==> config.mk <==
export PLATFORM = sky130hd
export DESIGN_NAME = victim_way_select
export DESIGN_NICKNAME = d
export VERILOG_FILES = /design/src/rtl/vws_pkg.sv /design/src/rtl/vws_mask_select.sv /design/src/rtl/vws_lfsr_ptr.sv /design/src/rtl/vws_way_picker.sv /design/src/rtl/victim_way_select.sv
export SDC_FILE = /design/constraint.sdc
export NUM_CORES = 1
export LEC_CHECK = 0
export ABC_CLOCK_PERIOD_IN_PS = 6900
export BUFFER_PORTS_ARGS = -buffer_cell sky130_fd_sc_hd__buf_2
export CAP_MARGIN = 20
export CORE_AREA = 2 2 121 123
export DETAILED_ROUTE_END_ITERATION = 6
export DIE_AREA = 0 0 123 125
export PLACE_DENSITY = 0.71
export SLEW_MARGIN = 25
export SYNTH_ARGS = -nofsm -noshare
export SYNTH_HDL_FRONTEND = slang
export SYNTH_SLANG_ARGS = --single-unit
==> constraint.sdc <==
create_clock -name clk -period 6.9 [get_ports clk]
set_input_delay 0.69 -clock clk [delete_from_list [all_inputs] [get_ports clk]]
set_output_delay 0.69 -clock clk [all_outputs]
set_load 0.01 [all_outputs]
==> src/rtl/vws_pkg.sv <==
package vws_pkg;
  localparam int LFSR_W = 16;
  localparam logic [LFSR_W-1:0] LFSR_SEED = 16'hACE1;

  function automatic logic [LFSR_W-1:0] lfsr_step(input logic [LFSR_W-1:0] s);
    return {s[14:0], s[15] ^ s[13] ^ s[12] ^ s[10]};
  endfunction
endpackage

==> src/rtl/vws_mask_select.sv <==
module vws_mask_select #(
  parameter int NUM_WAYS     = 16,
  parameter int NUM_IDS      = 8,
  parameter bit BY_REQUESTER = 1'b1,
  localparam int ID_W        = $clog2(NUM_IDS)
) (
  input  logic [ID_W-1:0]             req_id,
  input  logic                        req_is_instr,
  input  logic [NUM_IDS*NUM_WAYS-1:0] data_masks,
  input  logic [NUM_IDS*NUM_WAYS-1:0] instr_masks,
  output logic [NUM_WAYS-1:0]         excl
);
  logic [NUM_WAYS-1:0] d_sel, i_sel;

  generate
    if (BY_REQUESTER) begin : g_by_req
      assign d_sel = data_masks[req_id*NUM_WAYS +: NUM_WAYS];
      assign i_sel = instr_masks[req_id*NUM_WAYS +: NUM_WAYS];
    end else begin : g_shared
      logic unused_bits;
      assign d_sel = data_masks[NUM_WAYS-1:0];
      assign i_sel = instr_masks[NUM_WAYS-1:0];
      assign unused_bits = ^{data_masks, instr_masks, req_id};
    end
  endgenerate

  assign excl = req_is_instr ? i_sel : d_sel;
endmodule

==> src/rtl/vws_lfsr_ptr.sv <==
module vws_lfsr_ptr
  import vws_pkg::*;
#(
  parameter int PTR_W = 4
) (
  input  logic             clk,
  input  logic             rst,
  input  logic             step,
  output logic [PTR_W-1:0] ptr
);
  logic [LFSR_W-1:0] state;

  always_ff @(posedge clk) begin
    if (rst)       state <= LFSR_SEED;
    else if (step) state <= lfsr_step(state);
  end

  assign ptr = state[PTR_W-1:0];


  lfsr_nonzero_chk: assert property (@(posedge clk) disable iff (rst) state != '0)
    else $error("lfsr reached all-zero state");


  lfsr_hold_chk: assert property (@(posedge clk) disable iff (rst)
    !$past(step) && !$past(rst) |-> $stable(state))
    else $error("lfsr moved without a step");
endmodule

==> src/rtl/vws_way_picker.sv <==
module vws_way_picker #(
  parameter int NUM_WAYS = 16,
  localparam int PTR_W   = $clog2(NUM_WAYS)
) (
  input  logic [NUM_WAYS-1:0] cand,
  input  logic [NUM_WAYS-1:0] valid,
  input  logic [PTR_W-1:0]    ptr,
  output logic [NUM_WAYS-1:0] pick,
  output logic                found
);
  logic [NUM_WAYS-1:0]   empty, pick_e, rot;
  logic [2*NUM_WAYS-1:0] dbl;
  logic [PTR_W-1:0]      r_idx, abs_idx;
  logic                  e_hit, r_hit;

  always_comb begin
    empty  = cand & ~valid;
    dbl    = {cand, cand} >> ptr;
    rot    = dbl[NUM_WAYS-1:0];
    pick_e = '0;
    e_hit  = 1'b0;
    r_idx  = '0;
    r_hit  = 1'b0;
    for (int i = 0; i < NUM_WAYS; i++) begin
      if (!e_hit && empty[i]) begin
        pick_e[i] = 1'b1;
        e_hit     = 1'b1;
      end
      if (!r_hit && rot[i]) begin
        r_idx = PTR_W'(i);
        r_hit = 1'b1;
      end
    end
    abs_idx = r_idx + ptr;
    if (e_hit)      pick = pick_e;
    else if (r_hit) pick = NUM_WAYS'(1) << abs_idx;
    else            pick = '0;
    found = |cand;
  end
endmodule

==> src/rtl/victim_way_select.sv <==
module victim_way_select
  import vws_pkg::*;
#(
  parameter int NUM_WAYS     = 16,
  parameter int NUM_IDS      = 8,
  parameter bit BY_REQUESTER = 1'b1,
  localparam int ID_W        = $clog2(NUM_IDS),
  localparam int PTR_W       = $clog2(NUM_WAYS),
  localparam int MASK_W      = NUM_IDS * NUM_WAYS
) (
  input  logic                clk,
  input  logic                rst,
  input  logic                req_valid,
  input  logic [ID_W-1:0]     req_id,
  input  logic                req_is_instr,
  input  logic                line_lock_period,
  input  logic [NUM_WAYS-1:0] set_valid,
  input  logic [NUM_WAYS-1:0] set_locked,
  input  logic [MASK_W-1:0]   data_masks,
  input  logic [MASK_W-1:0]   instr_masks,
  output logic                vic_valid,
  output logic [NUM_WAYS-1:0] vic_way,
  output logic                vic_found,
  output logic                vic_lock
);
  logic [NUM_WAYS-1:0] excl, cand, pick;
  logic [PTR_W-1:0]    ptr;
  logic                found;

  vws_mask_select #(
    .NUM_WAYS(NUM_WAYS), .NUM_IDS(NUM_IDS), .BY_REQUESTER(BY_REQUESTER)
  ) u_mask (
    .req_id(req_id), .req_is_instr(req_is_instr),
    .data_masks(data_masks), .instr_masks(instr_masks), .excl(excl)
  );

  assign cand = ~excl & ~set_locked;

  vws_way_picker #(.NUM_WAYS(NUM_WAYS)) u_pick (
    .cand(cand), .valid(set_valid), .ptr(ptr), .pick(pick), .found(found)
  );

  vws_lfsr_ptr #(.PTR_W(PTR_W)) u_lfsr (
    .clk(clk), .rst(rst), .step(req_valid && found), .ptr(ptr)
  );

  always_ff @(posedge clk) begin
    if (rst) begin
      vic_valid <= 1'b0;
      vic_way   <= '0;
      vic_found <= 1'b0;
      vic_lock  <= 1'b0;
    end else begin
      vic_valid <= req_valid;
      if (req_valid) begin
        vic_way   <= pick;
        vic_found <= found;
        vic_lock  <= line_lock_period && found;
      end
    end
  end


  strobe_src_chk: assert property (@(posedge clk) disable iff (rst)
    vic_valid |-> $past(req_valid))
    else $error("result strobe without request");


  no_masked_way_chk: assert property (@(posedge clk) disable iff (rst)
    vic_valid |-> ((vic_way & $past(excl)) == '0))
    else $error("masked way chosen");


  no_locked_line_chk: assert property (@(posedge clk) disable iff (rst)
    vic_valid |-> ((vic_way & $past(set_locked)) == '0))
    else $error("line-locked way chosen");


  empty_first_chk: assert property (@(posedge clk) disable iff (rst)
    vic_valid && ($past(cand & ~set_valid) != '0) |-> ((vic_way & $past(set_valid)) == '0))
    else $error("valid line evicted while empty way exists");


  found_way_chk: assert property (@(posedge clk) disable iff (rst)
    vic_valid |-> ($onehot0(vic_way) && (vic_found == (|vic_way))))
    else $error("way vector and found flag disagree");


  lock_found_chk: assert property (@(posedge clk) disable iff (rst)
    vic_lock |-> vic_found)
    else $error("lock bit without allocation");
endmodule

==> summary.md, run 1 <==
| Metric | Value |
|---|---|
| Num CTS Buffers | 5 |
| Synth cell types | 88 |
| CP Capture Type | flip-flop |
| CORE AREA | 14200 um2 |
| Syn nets | 930 |
| Final setup fails | 0 |
| CP startpoint | req_id[1] |
| Worst r2r src | u_lfsr.state[1]$_SDFFE_PP0P_ |
| Place WS | 489.9 ps |
| Top cells by area, synth | mux4_2 (23%), dfxtp_1 (12%), mux2i_1 (5.8%) |
| Main flop type after synthesis | dfxtp_1 |
| Die X | 123 um |
| CP required | 7090 ps |
| PostCTS Resize Cnt | 0 |
| Synth Instances | between 600 and 700 |
| Global Route Usage Sum | 31.61% |
| Clk pin slew, worst setup/hold paths | 60 ps |
| Largest net degree at the start of global routing | 44 |
| Num ports | 315 |
| Async SR Flop Fraction | 0% |
| Internal reg-to-reg setup slack | 1960 ps |
| Commonest cells in the netlist | nor2_1 (82), mux4_2 (58), dfxtp_1 (35) |
| Final Critical Period | a little under 6000 ps |
| Hold violation count in the final report | 0 |
| Final worst setup slack | 970.2 ps |
| Capturing point of the worst reg2reg path | vic_way[10]$_SDFFE_PP0P_ |
| Cts hold-fix bufs | 0 |
| Root buffer cell | clkbuf_16 |
| Post-Syn Area | 5682 um2 |
| Htree depth | 2 |
| Via count | slightly below 7000 |
| Final Instance Count excl. Fillers | 1103 |
| Synthesis-stage register bit count | 35 |
| Vias in the first global route | 6562 |
| Pwr/cell area | 148.4 nW/um2 |
| Fillers | 1371 |
| Final period utilization | 85.94% |
| Worst-Skew Late Latency | 280 ps |
| Critical Path Sink | vic_way[11]$_SDFFE_PP0P_ |
| Worst slew margin | 42.06% |
| Nets@finish | between 1000 and 1500 |
| Synth warn | 0 |
| Drt drc | 0 |
| Overall routed net length | 25140 um |
| Leakage power | 3.330 nW |
| Initial core utilization | between 40% and 50% |
| Drt via density | 6.300 |
| Die Ht | 125 um |
| RSZ-0062 raised after global routing | false |
| Cell taking the most area after synthesis | mux4_2 |
| CP Class | input pin to flip-flop |
| Setup TNS | 0 ps |
| Worst vdd ir | ~0.00012 V |
| TritonRoute pass-1 iters | 5 |
| Layout area overhead | 31.36% |
| Drt wl/cell | 22.79 um |
| Avg Cell Area, Syn | 9.019 um2 |
| FMAX | 168.6 MHz |
| Die area | 15380 um2 |
| Row count | 44 |
| Post-DP HPWL | 20920 um |
| Number of setup buffers added after CTS | 0 |
| GPL Wtd Cong | between 1 and 1.5 |
| Num Clock Sinks | 35 |
| Status | finished, final reports clean |
| Cell with the most instances after synthesis | nor2_1 |
| IO Port Bufs | 314 |
| Synth top area share | 22.99% |
| Total grt overflow | 0 |
| Total chip power | approximately 0.0011 W |
| MaxCap Viol Count | 0 |
| Worst Hold Class | flip-flop to flip-flop |
| First-pass GRT wire length | 36980 um |
| Placed insts | 1091 |
| Pins Over Slew Limit | 0 |
| CP max FO | 29 |
| Critical path arrival | 6120 ps |
| CTS tree | built |
| Remaining antenna violation count after routing | 0 |
| Seq/Total Area, Yosys | 12.33% |
| Post-synth EDFFs | 0 |
| Clock tree buffer depth | 2 |
| Initial antenna violation count | 5 |
| Post-Route Skew | ~3.6 ps |
| Critical Path Start Type | input pin |
| R2R cell count | 19 |
| Share of layout cells above drive strength 1 | 46.34% |
| 1st-iter DRT viols | 971 |
| Tightest Pin Transition | between 800 and 900 ps |
layer usage:
metal,vias up,part of all wire (%),global-route usage (%)
met4,4,2.6,7.754
met3,61,13,8.759
li1,3115,-,-
met2,516,45,48.98
met5,-,0.095,0
met1,3253,39,43.64
area by class of cell:
| cell class | count | area [um2] | area share [%] |
|---|---|---|---|
| sequential | 35 | 700.7 | 9.388 |
| antenna | 4 | 10.01 | 0.1341 |
| timing repair buffer | 331 | 1714 | 22.97 |
| inverter | 13 | 48.80 | 0.6538 |
| clock inverter | 3 | 43.79 | 0.5868 |
| tap | 184 | 230.2 | 3.085 |
| multi-input combinational | 528 | 4591 | 61.51 |
| clock buffer | 5 | 125.1 | 1.676 |
where the power goes:
part,leakage (nW),internal [W],switching [W]
logic,2.96,0.000285,0.000340
clock network,0.0838,0.000170,0.0000891
registers,0.289,0.000216,0.00000798
cell usage in the layout (no fill, tap or decap), types with 5 or more instances in the layout:
| cell type | instances |
|---|---|
| o21ai_0 | 19 |
| inv_1 | 11 |
| and2_1 | 5 |
| mux4_1 | 5 |
| dfxtp_1 | 35 |
| a211o_1 | 12 |
| o32ai_1 | 6 |
| buf_2 | 313 |
| a21oi_1 | 17 |
| nor2_1 | 82 |
| nand2b_1 | 13 |
| mux4_2 | 58 |
| a311oi_1 | 10 |
| o21ai_1 | 8 |
| nor2b_1 | 9 |
| mux2_2 | 9 |
| xnor2_1 | 5 |
| a22o_1 | 6 |
| nor3_1 | 12 |
| a22oi_1 | 14 |
| o22ai_1 | 10 |
| o211ai_1 | 10 |
| buf_4 | 17 |
| nand2_1 | 34 |
| nand4_1 | 7 |
| mux2i_1 | 33 |
| nand3_1 | 15 |
| o21a_1 | 9 |
| and3_1 | 14 |
| a221oi_1 | 8 |
| clkbuf_16 | 5 |
worst min path at each step:
| stage | start | endpoint | slack, ps | depth (start not counted) |
|---|---|---|---|---|
| global placement | u_lfsr.state[6]$_SDFFE_PP1P_ | u_lfsr.state[6]$_SDFFE_PP1P_ | 440 | 1 |
| finish | u_lfsr.state[6]$_SDFFE_PP1P_ | u_lfsr.state[6]$_SDFFE_PP1P_ | 460 | 1 |
| global route | u_lfsr.state[6]$_SDFFE_PP1P_ | u_lfsr.state[6]$_SDFFE_PP1P_ | 460 | 1 |
| detailed placement | u_lfsr.state[6]$_SDFFE_PP1P_ | u_lfsr.state[6]$_SDFFE_PP1P_ | 440 | 1 |
| floorplan | u_lfsr.state[5]$_SDFFE_PP1P_ | u_lfsr.state[5]$_SDFFE_PP1P_ | 430 | 1 |
| CTS | u_lfsr.state[6]$_SDFFE_PP1P_ | u_lfsr.state[6]$_SDFFE_PP1P_ | 460 | 1 |
flip-flops by register name, indices dropped and copies added (netlist names):
name          count
vic_way          16
vic_found         1
u_lfsr.state     16
vic_valid         1
vic_lock          1
cells by family (layout without fill, tap and decap cells):
family / count (synthesis) / count (layout) / synth area share [%]
AO/OA/AOI/OAI: 190 / 190 / 25.90
multiplexers: 107 / 107 / 33.30
AND/OR/NAND/NOR: 221 / 221 / 19.67
buffers and inverters: 67 / 352 / 6.871
adder cells (fa/ha/maj): 4 / 4 / 1.013
other: 0 / 4 / 0
flip-flops: 35 / 35 / 12.33
XOR/XNOR: 6 / 6 / 0.9249
through the flow:
stage	utilization [%]	cell area [um2]	hold WS, ps
4_1_cts	52.46	7451	457.9
6_report	52.55	7463	455.7
5_1_grt	52.48	7453	461.8
3_5_place_dp	51.27	7282	444.4
2_1_floorplan	-	5682	427.3
3_3_place_gp	51.27	7282	437.8
worst max-delay path: stages:
cell,delay (ps)
buf_2,600
buf_12,270
mux4_2,300
a221oi_1,400
o21ai_1,290
mux2i_1,380
o32ai_1,160
o311a_1,380
a32o_1,330
a31oi_1,140
nor3_1,80
o22ai_1,210
o21ai_0,120
ha_1,280
a21o_1,160
a21oi_1,170
xnor2_1,100
or3_4,470
a211o_1,320
a311oi_1,250
(Power assumes the default switching activity.)
==> inputs of run 2 (changes only) <==
--- a/config.mk
+++ b/config.mk
@@ -5,13 +5,13 @@
 export SDC_FILE = /design/constraint.sdc
 export NUM_CORES = 1
 export LEC_CHECK = 0
-export ABC_CLOCK_PERIOD_IN_PS = 6900
+export ABC_CLOCK_PERIOD_IN_PS = 5400
 export BUFFER_PORTS_ARGS = -buffer_cell sky130_fd_sc_hd__buf_2
 export CAP_MARGIN = 20
-export CORE_AREA = 2 2 121 123
+export CORE_AREA = 2 2 123 125
 export DETAILED_ROUTE_END_ITERATION = 6
-export DIE_AREA = 0 0 123 125
-export PLACE_DENSITY = 0.71
+export DIE_AREA = 0 0 125 127
+export PLACE_DENSITY = 0.72
 export SLEW_MARGIN = 25
 export SYNTH_ARGS = -nofsm -noshare
 export SYNTH_HDL_FRONTEND = slang
==> constraint.sdc (replaced) <==
create_clock -name clk -period 5.4 [get_ports clk]
set_input_delay 0.54 -clock clk [delete_from_list [all_inputs] [get_ports clk]]
set_output_delay 0.54 -clock clk [all_outputs]
set_load 0.01 [all_outputs]
==> run 2 against run 1 <==
Compared with the run above:
- design area up 13%
- final cell count is 10% higher
- worst hold slack better by 1.1 ps
- via count up 5.9%
- non-clock buffer count rose by 110
- critical endpoint is now vic_way[2]$_SDFFE_PP0P_
- largest cell class unchanged
==> summary.md, run 2 (synthesis gave the netlist of run 1 again) <==
| Metric | Value |
|---|---|
| Die area | roughly 16000 um2 |
| Initial core utilization | 39.39% |
| Levels on crit path | 22 |
| Nets@finish | 1324 |
| Clk pin slew, worst setup/hold paths | 50 ps |
| Total grt overflow | 0 |
| Multi-input logic area | ~4700 um2 |
| Root buffer cell | clkbuf_16 |
| Leakage power | ~3.9 nW |
| Worst vdd ir | 0.0001453 V |
| Internal reg-to-reg setup slack | 700 ps |
| Biggest regs | u_lfsr.state x16, vic_way x16 |
| Pins Over Slew Limit | 0 |
| Place WS | -202.2 ps |
| Slowest cell on crit path | mux4_2 |
| Vias in the first global route | 7279 |
| GPL Wtd Cong | 1.049 |
| Share of layout cells above drive strength 1 | 53.37% |
| Final period utilization | 97.27% |
| TritonRoute pass-1 iters | 7 |
| RSZ-0062 raised after global routing | true |
| Die Ht | 127 um |
| Overall routed net length | 26810 um |
| 1st-iter DRT viols | ~880 |
| Final Instance Count excl. Fillers | 1216 |
| Htree depth | 2 |
| Drt via density | 6.050 |
| Die X | 125 um |
| Cts hold-fix bufs | 0 |
| Capturing point of the worst reg2reg path | vic_way[2]$_SDFFE_PP0P_ |
| Remaining antenna violation count after routing | 0 |
| IO Port Bufs | 314 |
| Placed insts | 1198 |
| Core Util, Final | 58.61% |
| CP required | 5580 ps |
| MaxCap Viol Count | 0 |
| Cell Chain, Critical Path | clkbuf_4 -> buf_4 -> buf_4 -> mux4_2 -> mux2i_1 -> o21a_1 -> mux4_2 -> mux4_2 -> nor4b_4 -> o21ai_2 -> and3_1 -> o32ai_2 -> ha_2 -> inv_1 -> fa_1 -> xnor2_1 -> nor2_1 -> nand3_1 -> nor3b_2 -> buf_4 -> nand3_1 -> a311oi_1 |
| Final Critical Period | 5252 ps |
| Post-Route Skew | 3.927 ps |
| CTS tree | built |
| Status | finished, final reports clean |
| Num ports | about 320 |
| Via count | roughly 7400 |
| Initial antenna violation count | 10 |
| Buf/Inv on CP | 5 |
| CP startpoint | req_id[0] |
| Critical Path Sink | vic_way[2]$_SDFFE_PP0P_ |
| Num Clock Sinks | 35 |
| Final worst setup slack | 147.7 ps |
| CP Class | input pin to flip-flop |
| Global Route Usage Sum | around a third |
| Fillers | roughly 1300 |
| Pwr/cell area | 187.5 nW/um2 |
| Crit-path max cell delay | 530 ps |
| Hold violation count in the final report | 0 |
| Storage element area | 700.7 um2 |
| CP Capture Type | flip-flop |
| Tightest Pin Transition | ~760 ps |
| Setup TNS | 0 ps |
| Final setup fails | 0 |
| Drt drc | 0 |
| Family with the most delay on the worst path | multiplexers |
| Worst-Skew Late Latency | 280 ps |
| R2R cell count | 19 |
| Worst Hold Class | flip-flop to flip-flop |
| Clock tree buffer depth | 2 |
| CORE AREA | between 10000 and 15000 um2 |
| Layout area overhead | 48.78% |
| Num CTS Buffers | 5 |
| Row count | 44 |
| Total chip power | 0.001585 W |
| Worst r2r src | u_lfsr.state[0]$_SDFFE_PP1P_ |
| First-pass GRT wire length | 39890 um |
| Critical path arrival | 5430 ps |
| FMAX | approximately 190 MHz |
| Worst slew margin | roughly half |
| Post-DP HPWL | 22610 um |
| Largest net degree at the start of global routing | 44 |
| Drt wl/cell | about 22 um |
| Most common cell after layout, fill and taps aside | buf_2 |
| Critical Path Start Type | input pin |
| Hold Crit Start | u_lfsr.state[5]$_SDFFE_PP1P_ |
| Most frequent cells in the layout | buf_2 (310), buf_4 (120), nor2_1 (82) |
| CP max FO | 6 |
-- run 2: cell types whose count changed in the layout (fill, tap and decap cells not counted), moves of 2 or more --
cell      change
a221oi_1      -2
a221oi_2      +2
buf_12        +5
buf_2         -3
buf_4       +103
clkbuf_4      +4
diode_2       +3
-- run 2: how the worst min path moves through the flow --
stage	cells after the start	endpoint
after floorplan	1	u_lfsr.state[5]$_SDFFE_PP1P_
after global placement	1	u_lfsr.state[5]$_SDFFE_PP1P_
after detailed placement	1	u_lfsr.state[6]$_SDFFE_PP1P_
after CTS	1	u_lfsr.state[5]$_SDFFE_PP1P_
after global routing	1	u_lfsr.state[6]$_SDFFE_PP1P_
final	1	u_lfsr.state[5]$_SDFFE_PP1P_
-- run 2: per-stage QoR --
| step | hold WS (ps) | instance area (um2) |
|---|---|---|
| floorplan | 427.3 | 5682 |
| global route | 490.9 | 8441 |
| CTS | 458.0 | 8317 |
| global placement | 435.9 | 8148 |
| finish | 456.8 | 8453 |
| detailed placement | 443.0 | 8148 |
-- run 2: final cells by class --
cell class | count | share of cell area, %
Multi-Input combinational cell | 528 | 55.12
Timing Repair Buffer | 441 | 31.08
Sequential cell | 35 | 8.289
Tap cell | 184 | 2.724
Clock buffer | 5 | 1.480
Inverter | 13 | 0.5773
Clock inverter | 3 | 0.5181
Antenna cell | 7 | 0.2072
-- run 2: power breakdown --
part	total, W	internal, W	switching, W
clock network	0.000323	0.000217	0.000106
logic	0.000974	0.000497	0.000477
registers	0.000288	0.000276	0.0000124
-- run 2: layer usage --
layer	global-route usage (%)	up-vias	wire length, um
li1	-	3346	-
met1	39.57	3478	10160
met2	53.23	472	12500
met3	11.06	57	3465
met4	10.59	4	667
met5	0	-	17
-- run 2: worst reg2reg max path, stage by stage (launching register included) --
cell      delay (ps)
dfxtp_1          590
buf_4            400
nor2_1           190
a22oi_1          240
o211ai_1         170
a221o_1          400
nor4b_4          310
o21ai_2          110
and3_1           190
o32ai_2          150
ha_2             230
inv_1             50
fa_1             440
xnor2_1          160
nor2_1           100
nand3_1          110
nor3b_2          230
buf_4            140
nand3_1           80
a311oi_1         300
-- run 2: repair_timing --
item	in CTS	in global routing
buffers inserted	0	2
endpoints found under the hold margin	0	0
gates resized for setup	0	18
setup endpoints to repair	0	14
==> inputs of run 3 (changes only) <==
--- a/config.mk
+++ b/config.mk
@@ -12,6 +12,7 @@
 export DETAILED_ROUTE_END_ITERATION = 6
 export DIE_AREA = 0 0 125 127
 export PLACE_DENSITY = 0.72
+export SETUP_SLACK_MARGIN = 0.4
 export SLEW_MARGIN = 25
 export SYNTH_ARGS = -nofsm -noshare
 export SYNTH_HDL_FRONTEND = slang
==> run 3 against run 2 <==
Compared with the run above:
- setup slack better by 190 ps
- clock skew down 0.77 ps
- sequential share of layout area down 0.17 points
- clock-buffer cell count increased by 1
- non-clock buffer count did not move
- global-route usage grew 0.93 points
- routed wire length increased by 3.7%
- register-to-register slack better by 120 ps
- maximum frequency up 3.7%
- critical endpoint is now vic_way[3]$_SDFFE_PP0P_
- largest power group unchanged
==> summary.md, run 3 (synthesis gave the netlist of run 1 again) <==
| Metric | Value |
|---|---|
| Int Power | 0.0009642 W |
| Status | finished, final reports clean |
| Final period utilization | a little over nine tenths |
| Nets@finish | approximately 1300 |
| Critical path arrival | 5250 ps |
| Setup TNS | 0 ps |
| Num ports | 315 |
| Post-Route Skew | approximately 3.2 ps |
| Remaining antenna violation count after routing | 0 |
| Drt drc | 0 |
| Biggest regs | u_lfsr.state x16, vic_way x16 |
| Worst slew margin | 47.10% |
| Drt wl/cell | 22.83 um |
| Combinational fraction of design power | 64.4% |
| Share of layout cells above drive strength 1 | 55.65% |
| IO Port Bufs | 314 |
| GPL Wtd Cong | 1.030 |
| Max layer used | met5 |
| Die area | 15880 um2 |
| Row count | 44 |
| Num CTS Buffers | 5 |
| Design Area, Final | roughly 8600 um2 |
| Storage element area | 700.7 um2 |
| Layout area overhead | 51.82% |
| Post-DP HPWL | ~23000 um |
| Worst vdd ir | 0.0001477 V |
| CORE AREA | 14420 um2 |
| Dpl cell area | 7895 um2 |
| CTS tree | built |
| RSZ-0062 raised after global routing | true |
| Largest net degree at the start of global routing | 44 |
| Root buffer cell | clkbuf_16 |
| Final setup fails | 0 |
| Critical Path Start Type | input pin |
| Global Route Usage Sum | 33.11% |
| Routed wl met2 | 12650 um |
| Clock tree buffer depth | 2 |
| First-pass GRT wire length | 40680 um |
| Multi-input logic area | 4788 um2 |
| Fillers | about 1300 |
| Cts hold-fix bufs | 0 |
| Tightest Pin Transition | roughly 800 ps |
| Initial core utilization | ~39% |
| Pwr/cell area | approximately 180 nW/um2 |
| Sw Share | 39.24% |
| Most common cell after layout, fill and taps aside | buf_2 |
| Crit-path max cell delay | ~500 ps |
| M1 WL | 10290 um |
| CP Class | input pin to flip-flop |
| 1st-iter DRT viols | 939 |
| Worst Hold Class | flip-flop to flip-flop |
| Overall routed net length | approximately 28000 um |
| Metal3 WL | 3916 um |
| Total grt overflow | 0 |
| Worst-Skew Late Latency | 280 ps |
| Drt via density | about 6.2 |
| Vias in the first global route | 7308 |
| Hold violation count in the final report | 0 |
| Leakage power | 3.961 nW |
| Sw Pwr | 0.0006226 W |
| Pins Over Slew Limit | 0 |
| Final Critical Period | 5064 ps |
| Slowest cell on crit path | mux4_2 |
| Total chip power | 0.001587 W |
| Via count | 7596 |
| Clock power frac | around 17% |
| CP required | 5580 ps |
| MaxCap Viol Count | 0 |
| Cell Chain, Critical Path | buf_12 -> buf_12 -> buf_8 -> mux4_2 -> mux2i_2 -> nor3b_2 -> buf_4 -> nor2_4 -> mux4_2 -> o211a_1 -> o41a_1 -> o21ai_2 -> a21oi_2 -> o32ai_2 -> ha_2 -> inv_2 -> fa_2 -> xnor2_2 -> nor2_2 -> nand3_2 -> buf_4 -> nor2_2 -> nand3_1 -> a311oi_1 |
| FMAX | 197.5 MHz |
| CP max FO | 7 |
| Most frequent cells in the layout | buf_2 (311), buf_4 (113), nor2_1 (79) |
| TritonRoute pass-1 iters | 5 |
| Num Clock Sinks | 35 |
| Initial antenna violation count | 11 |
| Sequential share of power | 18.2% |
| Die X | 125 um |
| CP Capture Type | flip-flop |
| Clk pin slew, worst setup/hold paths | 50 ps |
| Die Ht | roughly 130 um |
| Htree depth | 2 |
[run 3: cell types whose count changed in the layout (fill, tap and decap cells not counted), sizes merged]
cell	before	now
clkinvlp	0	1
clkbuf	10	6
bufinv	1	0
or3	4	5
buf	436	441
clkinv	4	3
[run 3: routing by layer]
metal	up-vias	GRT usage, %
met4	4	10.98
li1	3340	-
met5	-	0
met3	82	12.44
met1	3599	41.14
met2	571	53.39
[run 3: power groups by stage]
stage	Combinational, W	Sequential, W	Clock (W)
5_1_grt	0.00109	0.000291	0.000288
4_1_cts	0.000942	0.000289	0.000276
2_1_floorplan	0.000530	0.000294	0
3_5_place_dp	0.000877	0.000295	0
6_report	0.00102	0.000289	0.000276
3_3_place_gp	0.000872	0.000294	0
[run 3: stage by stage]
stage	utilization (%)	setup WS, ps	instances	hold slack [ps]
2_1_floorplan	-	374.2	630	427.3
3_3_place_gp	54.74	-20.92	1161	436.6
3_5_place_dp	54.74	-115.0	1161	448.5
4_1_cts	58.02	396.8	1191	460.6
5_1_grt	59.70	148.5	1211	482.9
6_report	59.80	336.0	1217	461.7
[run 3: final timing paths]
| kind | cells after the start | slack (ps) | end | startpoint |
|---|---|---|---|---|
| max | 24 | 340 | vic_way[3]$_SDFFE_PP0P_ | req_is_instr |
| min | 1 | 460 | u_lfsr.state[5]$_SDFFE_PP1P_ | u_lfsr.state[5]$_SDFFE_PP1P_ |
| max reg2reg | 17 | 820 | vic_way[3]$_SDFFE_PP0P_ | u_lfsr.state[2]$_SDFFE_PP0P_ |
| min reg2reg | 1 | 460 | u_lfsr.state[5]$_SDFFE_PP1P_ | u_lfsr.state[5]$_SDFFE_PP1P_ |
[run 3: worst max-delay path: cells and delay by family]
kind | cells | cell delay (ps)
adders and majority gates | 2 | 630
muxes | 3 | 1190
and+or+nand+nor | 6 | 690
AOI/OAI and AO/OA | 6 | 1310
xor gates and xnor gates | 1 | 170
buffers and inverters | 6 | 710
[run 3: final cells by class]
class / count / area share, %
inverter: 13 / 0.5657
tap: 184 / 2.669
timing repair buffer: 441 / 31.29
antenna: 7 / 0.2031
multi-input combinational: 529 / 55.51
clock inverter: 2 / 0.1451
sequential: 35 / 8.123
clock buffer: 6 / 1.494
[run 3: timing repair]
item,in CTS,in global routing
setup endpoints to repair,15,16
cloned,2,0
pin swaps,11,30
buffers inserted,20,19
gates resized for setup,38,27
